### config.mk
export PLATFORM = sky130hd
export DESIGN_NAME = dual_stage_code_bank
export DESIGN_NICKNAME = d
export VERILOG_FILES = /design/src/rtl/dual_stage_code_bank.sv
export SDC_FILE = /design/constraint.sdc
export NUM_CORES = 1
export LEC_CHECK = 0
export BUFFER_PORTS_ARGS = -buffer_cell sky130_fd_sc_hd__buf_4
export CORE_UTILIZATION = 35
export DETAILED_ROUTE_END_ITERATION = 8
export PLACE_DENSITY = 0.65
export REMOVE_ABC_BUFFERS = 1
export SYNTH_ARGS = -nofsm -noshare
export SYNTH_HDL_FRONTEND = slang
export SYNTH_SLANG_ARGS = --single-unit
### constraint.sdc
create_clock -name clk -period 3.32 [get_ports clk]
set_clock_uncertainty 0.05 [all_clocks]
set_input_delay 0.332 -clock clk [delete_from_list [all_inputs] [get_ports clk]]
set_output_delay 0.332 -clock clk [all_outputs]
set_load 0.05 [all_outputs]
### src/rtl/dual_stage_code_bank.sv
module dual_stage_code_bank #(
  parameter int NCH = 8,
  parameter int W   = 10,
  localparam int IW = $clog2(NCH)
) (
  input  logic            clk,
  input  logic            rst_n,
  input  logic            wr_en,
  input  logic [IW-1:0]   wr_chan,
  input  logic [W-1:0]    wr_code,
  input  logic            wr_latch,
  input  logic            load_n,
  input  logic            full_rst,
  input  logic            chan_rst,
  input  logic [IW-1:0]   chan_rst_idx,
  input  logic [IW-1:0]   rd_chan,
  output logic [W-1:0]    rd_code,
  output logic [NCH*W-1:0] active_codes
);
  localparam logic [W-1:0] MID = W'(1) << (W - 1);

  logic [W-1:0] stage_q [NCH];
  logic [W-1:0] act_q   [NCH];
  logic [W-1:0] stage_d [NCH];
  logic         ld_s1, ld_s2;
  logic         follow;

  assign follow = !ld_s2 || (wr_en && wr_latch);

  always_comb begin
    for (int c = 0; c < NCH; c++) begin
      stage_d[c] = stage_q[c];
      if (chan_rst && chan_rst_idx == IW'(c))
        stage_d[c] = MID;
      else if (wr_en && wr_chan == IW'(c))
        stage_d[c] = wr_code;
    end
  end

  always_ff @(posedge clk or negedge rst_n) begin
    if (!rst_n) begin
      ld_s1 <= 1'b1;
      ld_s2 <= 1'b1;
      for (int c = 0; c < NCH; c++) begin
        stage_q[c] <= MID;
        act_q[c]   <= MID;
      end
    end else begin
      ld_s1 <= load_n;
      ld_s2 <= ld_s1;
      for (int c = 0; c < NCH; c++) begin
        if (full_rst) begin
          stage_q[c] <= MID;
          act_q[c]   <= MID;
        end else begin
          stage_q[c] <= stage_d[c];
          if (follow)
            act_q[c] <= stage_d[c];
          else if (chan_rst && chan_rst_idx == IW'(c))
            act_q[c] <= MID;
        end
      end
    end
  end

  assign rd_code = stage_q[rd_chan];

  for (genvar g = 0; g < NCH; g++) begin : g_out
    assign active_codes[g*W +: W] = act_q[g];
  end
endmodule

# Word-level counts from Yosys, hierarchy flattened
# Index checks and enable logic that the tools add are counted.
word_totals:
  register_bits: 162
  inputBits: 26
  output_inout_bits: 90
  wordCells: 114
op_classes:
  n_lt_le_gt_ge: 1
  eq_ne: 14
  mux: 51
  bitwise: 1
  reduce_logical: 29
ops:
  columns: ["operator", "count"]
  rows:
  - ["$mux 10", 50]
  - ["$bmux 10 s3", 1]
  - ["$eq 3x3->1 const B", 8]
  - ["$reduce_bool 3->1", 8]
  - ["$logic_and 1x1->1", 17]
  - ["$eq 3x2->1 const B", 4]
  - ["$eq 3x1->1 const B", 2]
  - ["$logic_not 3->1", 2]
  - ["$ge 4x4->1 const B", 1]
  - ["$not 3->4", 1]
  - ["$logic_not 1->1", 1]
  - ["$logic_or 1x1->1", 1]

# Longest topological paths before layout
# Gate-level depths: netlist (run 1).
logic_depth:
  word_depth: 6
  depth_mapped: 6
  ltp_nobuf: 3

# Least setup slack after synthesis (run 1)
# Ideal clock, no wire load.
synth_path:
  kind: "input-to-output"
  from: "input port rd_chan[0]"
  to: "output port rd_code[0]"
  arrival_ps: 1516
  setup_slack_ps: 1422
  path_stages: 3
  path_buffers: 1
  cell_sequence: "buf_2 -> mux4_2 -> mux2_2"
synth_via:
  elab_chain_len: 4
synth_lines:
  columns: ["element", "line", "text"]
  rows:
  - ["start: declaration", "16", "input logic [IW-1:0] rd_chan,"]
  - ["$not 3->4 (implied by the code)", "66", "assign rd_code = stage_q[rd_chan];"]
  - ["$bmux 10 s3", "66", null]
  - ["$mux 10 (implied by the code) (2 in series)", "66", null]
  - ["end: declaration", "17", "output logic [W-1:0] rd_code,"]
# No other way between the ends. The select of a mux whose other input is x is not followed.

# Final worst setup path (run 1)
layout_path:
  from: "register stage_q[5] (netlist name)"
  to: "output port rd_code[5]"
layout_via:
  elab_chain_len: 3
layout_lines:
  columns: ["element", "line", "text"]
  rows:
  - ["start: declaration", "22", "logic [W-1:0] stage_q [NCH];"]
  - ["start signal: indexed assignment", "56", "stage_q[c] <= stage_d[c];"]
  - ["$bmux 10 s3", "66", null]
  - ["$mux 10 (implied by the code) (2 in series)", "66", null]
# No other way between the ends. The select of a mux whose other input is x is not followed.

==> results of run 1 <==
## worst max-delay path, cell delays in order, from the launching register on
cell and delay [ns]:
dfrtp_1 0.41, mux4_2 0.46, mux2_2 0.31, buf_4 0.20
## worst paths after layout
kind / from / end / cells past startpoint
max: stage_q[5] / rd_code[5] / 3
max reg2reg: ld_s2 / active_codes[7] / 4
min in group clk: wr_code[9] / stage_q[9] / 3
min reg2reg: ld_s1 / ld_s2 / 0
max in group asynchronous: rst_n / active_codes[13] / 2
min: rst_n / active_codes[62] / 2
## report_power, final
part / internal [W] / switching [W]
Clock: 0.00106 / 0.000828
Combinational: 0.000197 / 0.000466
Sequential: 0.00205 / 0.0000461
## metrics by stage
| step | hold slack [ns] | total power [W] | std cells | setup WS [ns] | util (%) |
|---|---|---|---|---|---|
| global placement | 0.2966 | 0.002797 | 936 | 1.193 | 40.34 |
| CTS | 0.05798 | 0.004693 | 969 | 1.122 | 43.17 |
| global route | 0.06417 | 0.004828 | 969 | 1.088 | 43.17 |
| finish | -0.04938 | 0.004647 | 969 | 1.139 | 43.17 |
| detailed placement | 0.2991 | 0.002802 | 936 | 1.187 | 40.34 |
| floorplan | -0.01359 | 0.002523 | 545 | 0.06303 | - |
## cell usage after synthesis (all sizes together) (2+ instances only)
cell / number / area share (%)
nor4: 7 / 0.59
nor3: 8 / 0.54
dfstp: 18 / 6.4
and4b: 3 / 0.41
clkbuf: 22 / 1.1
mux2i: 80 / 11
mux4: 20 / 6.1
a21oi: 16 / 1.1
buf: 37 / 4.6
and4bb: 6 / 1.0
nor4b: 2 / 0.32
o21ai: 9 / 0.61
mux2: 10 / 1.5
a211oi: 63 / 6.9
nor2: 135 / 6.9
dfrtp: 144 / 49
nand2b: 7 / 0.59
nand4b: 3 / 0.36
or2: 7 / 0.59
## area by class of cell
type	instances	area share, %
sequential	162	46.22
multi-input combinational	383	32.77
clock buffer	18	4.979
tap	270	3.830
clock inverter	14	1.461
timing repair buffer	122	10.74
## cells in the final DEF, fill, tap and decap left out, types with 2 or more instances in the layout
cell type / n
dfrtp_1: 144
nor2_1: 135
buf_4: 118
mux2i_1: 80
a211oi_1: 56
mux4_2: 20
dfstp_2: 18
clkbuf_16: 17
a21oi_1: 16
mux2_2: 10
o21ai_0: 9
nor3_1: 8
or2_1: 7
nand2b_1: 7
a211oi_2: 7
nor4_1: 7
inv_6: 4
and4bb_1: 3
and4bb_2: 3
and4b_1: 3
nand4b_1: 3
clkinv_4: 3
clkinv_2: 3
clkinvlp_4: 3
buf_12: 2
## routing by layer
metal	part of all wire [%]	vias up	wire length [µm]	GRT usage, %
met2	49	125	9390	29.48
met4	1.1	0	212	4.227
li1	-	2332	-	-
met3	5.5	14	1051	4.161
met5	0	-	0	0
met1	44	2535	8385	25.18
## flip-flops by register name, indices dropped and copies added, names as in the netlist
signal	flops
ld_s1	1
stage_q	80
ld_s2	1
active_codes	80
## cell families (layout without fill, tap and decap cells)
| family | Yosys count | count (layout) | share of synthesized area [%] |
|---|---|---|---|
| and+or+nand+nor | 180 | 180 | 11.42 |
| DFF | 162 | 162 | 55.22 |
| muxes | 110 | 110 | 18.47 |
| AOI/OAI and AO/OA | 93 | 93 | 9.170 |
| buffers and inverters | 59 | 154 | 5.712 |
## repair_timing
action / CTS / global route
endpoints found under the hold margin: 1 / 0
hold buffers: 1 / 0
buffers inserted: 0 / 0
==> results_dict.tcl, run 1 <==
set metrics [dict create \
    drive_gt1_share_pct 30.62 \
    root_buffer "clkbuf_16" \
    io_buffers 115 \
    cts_made_buffers 17 \
    via_per_inst 5.166 \
    antenna_found_initial 0 \
    boundaryPins 116 \
    grt_util_all_layers_pct 18.34 \
    rows 52 \
    multiInputGateArea_um2 2890 \
    tightest_slew_ns 0.9684 \
    synth_flop_cell "dfrtp_1" \
    vdd_drop_max_mv 0.3776 \
    r2r_setup_slack_ns 1.51 \
    wl_per_cell_um 19.65 \
    hpwl_mm 12.85 \
    violations "negative hold slack" \
    placed_area_um2 8242 \
    min_path_type "in -> async" \
    slew_violations 0 \
    final_nets 712 \
    die_area_um2 21680 \
    netlist-cell-type-count 33 \
    synth-seq-cells 162 \
    synth_area_per_cell_um2 12.22 \
    vias 5006 \
    crit_type "reg -> out" \
    core_area_um2 20430 \
    clock_sinks 162 \
    end_kind "primary output" \
    yosysWarnings 0 \
    drt_iter0_markers 291 \
    grt_start_max_net_pins 163 \
    p_per_area_nw_per_um2 526.8 \
    arrival_ns 1.80 \
    postRouteAntennaNets 0 \
    first_global_vias 5027 \
    grt_pass1_wl_mm 29.84 \
    route.detailed.drc 0 \
    cts.reportedPaths.clkPinSlew_ns 0.06 \
    place_congestion 0.8099 \
    cts_resized 0 \
    dieHeight_um 147.2 \
    hold_viol 11 \
    seq_area_um2 4076 \
    setup_tns_ns 0 \
    status "complete, but fails checks" \
    min_period_over_period_pct 65.69 \
    cp_max_fo 2 \
    cts_htree_levels 4 \
    antenna_cells 0 \
    start_util_pct 36.13 \
    startpoint_type "flip-flop" \
    async_flop_share_pct 100.0 \
    maxCapViolCount 0 \
    grt_overflow 0 \
    relSlewSlack_pct 35.10 \
    ys_seq_area_share_pct 55.22 \
    fillers 1981 \
    die_x_um 147.2 \
    clockBufferDepth 2 \
    finalCriticalPeriod_ns 2.181 \
    first_pass_iters 4 \
    holdWs_ns -0.04938 \
    synth_edf_count 0 \
    synth.cell_area_um2 7382 \
    clk_latency_ns 0.42 \
    cts_tree "yes" \
    drt-total-wl_mm 19.04 \
    required_ns 2.94 \
    setup_viol 0 \
    max_clock_freq_mhz 458.5 \
    leakage_nw 4.190 \
    rsz0062_at_grt "no" \
    netlist_instances 604 \
    final_cell_area_um2 8820 \
    syn2layout_area_growth_pct 19.47 \
]
Power figures use the tool's default switching activity.
==> inputs of run 2 (changes only) <==
==> constraint.sdc (replaced) <==
create_clock -name clk -period 2.05 [get_ports clk]
set_clock_uncertainty 0.05 [all_clocks]
set_input_delay 0.205 -clock clk [delete_from_list [all_inputs] [get_ports clk]]
set_output_delay 0.205 -clock clk [all_outputs]
set_load 0.05 [all_outputs]
==> run 2 against run 1 <==
  * Largest cell class unchanged
  * Critical path type unchanged
  * Flip-flop and latch count unchanged
  * Critical path depth unchanged
  * Via count grew 2.5%
  * The flow now finishes without violations
  * Register-to-register slack got worse by 1.1 ns
  * Clock power grew 77%
==> results_dict.tcl, run 2 (same netlist as run 1, synthesis figures left out) <==
set metrics [dict create \
    p_clk_share_pct 42.6 \
    tightest_slew_ns 0.5744 \
    antenna_found_initial 0 \
    p_per_area_nw_per_um2 863.3 \
    p_switching_w 0.002092 \
    cts_tree "yes" \
    root_buffer "clkbuf_16" \
    grt_util_all_layers_pct 18.73 \
    via_per_inst 5.213 \
    boundaryPins 116 \
    die_area_um2 21680 \
    reg2reg_from "ld_s2" \
    clockBufferDepth 2 \
    first_global_vias 5319 \
    grt_start_max_net_pins 58 \
    final_common_cell "dfrtp_1" \
    clock_sinks 162 \
    status "complete, no violations" \
    start_util_pct 36.13 \
    rows 52 \
    grt_pass1_wl_mm 30.71 \
    final_cell_mix "144 x dfrtp_1, 135 x nor2_1, 120 x buf_4" \
    worst_slack_ns 0.03443 \
    postRouteAntennaNets 0 \
    core_area_um2 20430 \
    relSlewSlack_pct 61.71 \
    grt_overflow 0 \
    cts_made_buffers 17 \
    io_buffers 115 \
    min_path_type "in -> reg" \
    crit_start "stage_q[40]" \
    syn2layout_area_growth_pct 23.24 \
    arrival_ns 1.76 \
    switching_share_pct 26.64 \
    required_ns 1.79 \
    die_x_um 147.2 \
    startpoint_type "flip-flop" \
    final_nets 728 \
    cp_max_fo 2 \
    drive_gt1_share_pct 31.79 \
    hold_viol 0 \
    rsz0062_at_grt "yes" \
    drt-total-wl_mm 18.98 \
    hold_start "wr_code[9]" \
    place_congestion 0.8172 \
    route.detailed.drc 0 \
    vias 5130 \
    max_clock_freq_mhz 496.1 \
    end_kind "primary output" \
    p_seq_share_pct 43.2 \
    finalCriticalPeriod_ns 2.016 \
    power_frac_comb_pct 14.2 \
    antenna_cells 0 \
    cts.reportedPaths.clkPinSlew_ns 0.06 \
    first_pass_iters 4 \
    vdd_drop_max_mv 0.5658 \
    p_int_w 0.005761 \
    leakage_nw 4.329 \
    crit_type "reg -> out" \
    holdWs_ns 0.06541 \
    maxCapViolCount 0 \
    place_ws_ns 0.1697 \
    cts_htree_levels 4 \
    setup_viol 0 \
    slew_violations 0 \
    hpwl_mm 13.54 \
    drt_iter0_markers 272 \
    clk_latency_ns 0.43 \
    min_period_over_period_pct 98.32 \
    dieHeight_um 147.2 \
    wl_per_cell_um 19.29 \
]
-- run 2: cell count changes in the layout (fill, tap and decap cells not counted), sizes merged --
cell,before,now
bufinv,1,4
clkinv,6,5
buf,121,136
dlygate4sd3,1,2
inv,4,0
clkbuf,18,20
clkinvlp,3,2
-- run 2: final timing paths --
path | endpoint | slack [ns] | cells after the start
setup / recovery | rd_code[0] | 0.03 | 3
hold / removal | stage_q[9] | 0.07 | 3
setup reg to reg | active_codes[6] | 0.38 | 4
hold reg to reg | ld_s2 | 0.31 | 0
max in group asynchronous | stage_q[69] | 1.02 | 3
min in group asynchronous | active_codes[65] | 0.28 | 2
-- run 2: layout make-up --
type,count,area (µm²)
multi-input combinational,383,2905
clock buffer,20,456.7
sequential,162,4076
fill,1932,11330
clock inverter,11,160.2
tap,270,337.8
timing repair buffer,138,1161
-- run 2: metal layers --
| layer | wire [µm] | global-route usage (%) | up-vias |
|---|---|---|---|
| met5 | 0 | 0 | - |
| met4 | 275 | 5.567 | 0 |
| met3 | 1024 | 3.882 | 17 |
| met2 | 9559 | 30.87 | 146 |
| met1 | 8120 | 24.83 | 2613 |
| li1 | - | - | 2354 |
-- run 2: through the flow --
step	cell area (µm²)	utilization (%)	cells	setup TNS (ns)	total power [W]
floorplan	6960	-	545	-93.55	0.004086
global placement	8404	41.14	951	0	0.004562
detailed placement	8404	41.14	951	0	0.004572
CTS	9049	44.29	984	0	0.007914
global route	9097	44.53	984	-0.02208	0.008141
finish	9097	44.53	984	0	0.007854
-- run 2: repair_timing --
item,in CTS,in global routing
setup endpoints to repair,2,9
endpoints found under the hold margin,47,0
buffers inserted,0,0
hold buffers,2,0
resized for setup,2,13
-- run 2: power groups by stage --
stage               Clock (W)  Combinational (W)  Sequential (W)
finish                0.00334            0.00112         0.00339
global placement            0            0.00111         0.00345
global route          0.00353            0.00120         0.00340
CTS                   0.00339            0.00113         0.00339
detailed placement          0            0.00112         0.00345
floorplan                   0           0.000356         0.00373
-- run 2: worst max-delay path, stage by stage (launching register included) --
cell and delay (ns):
dfrtp_1 0.41, mux4_2 0.49, mux2_4 0.29, buf_8 0.15
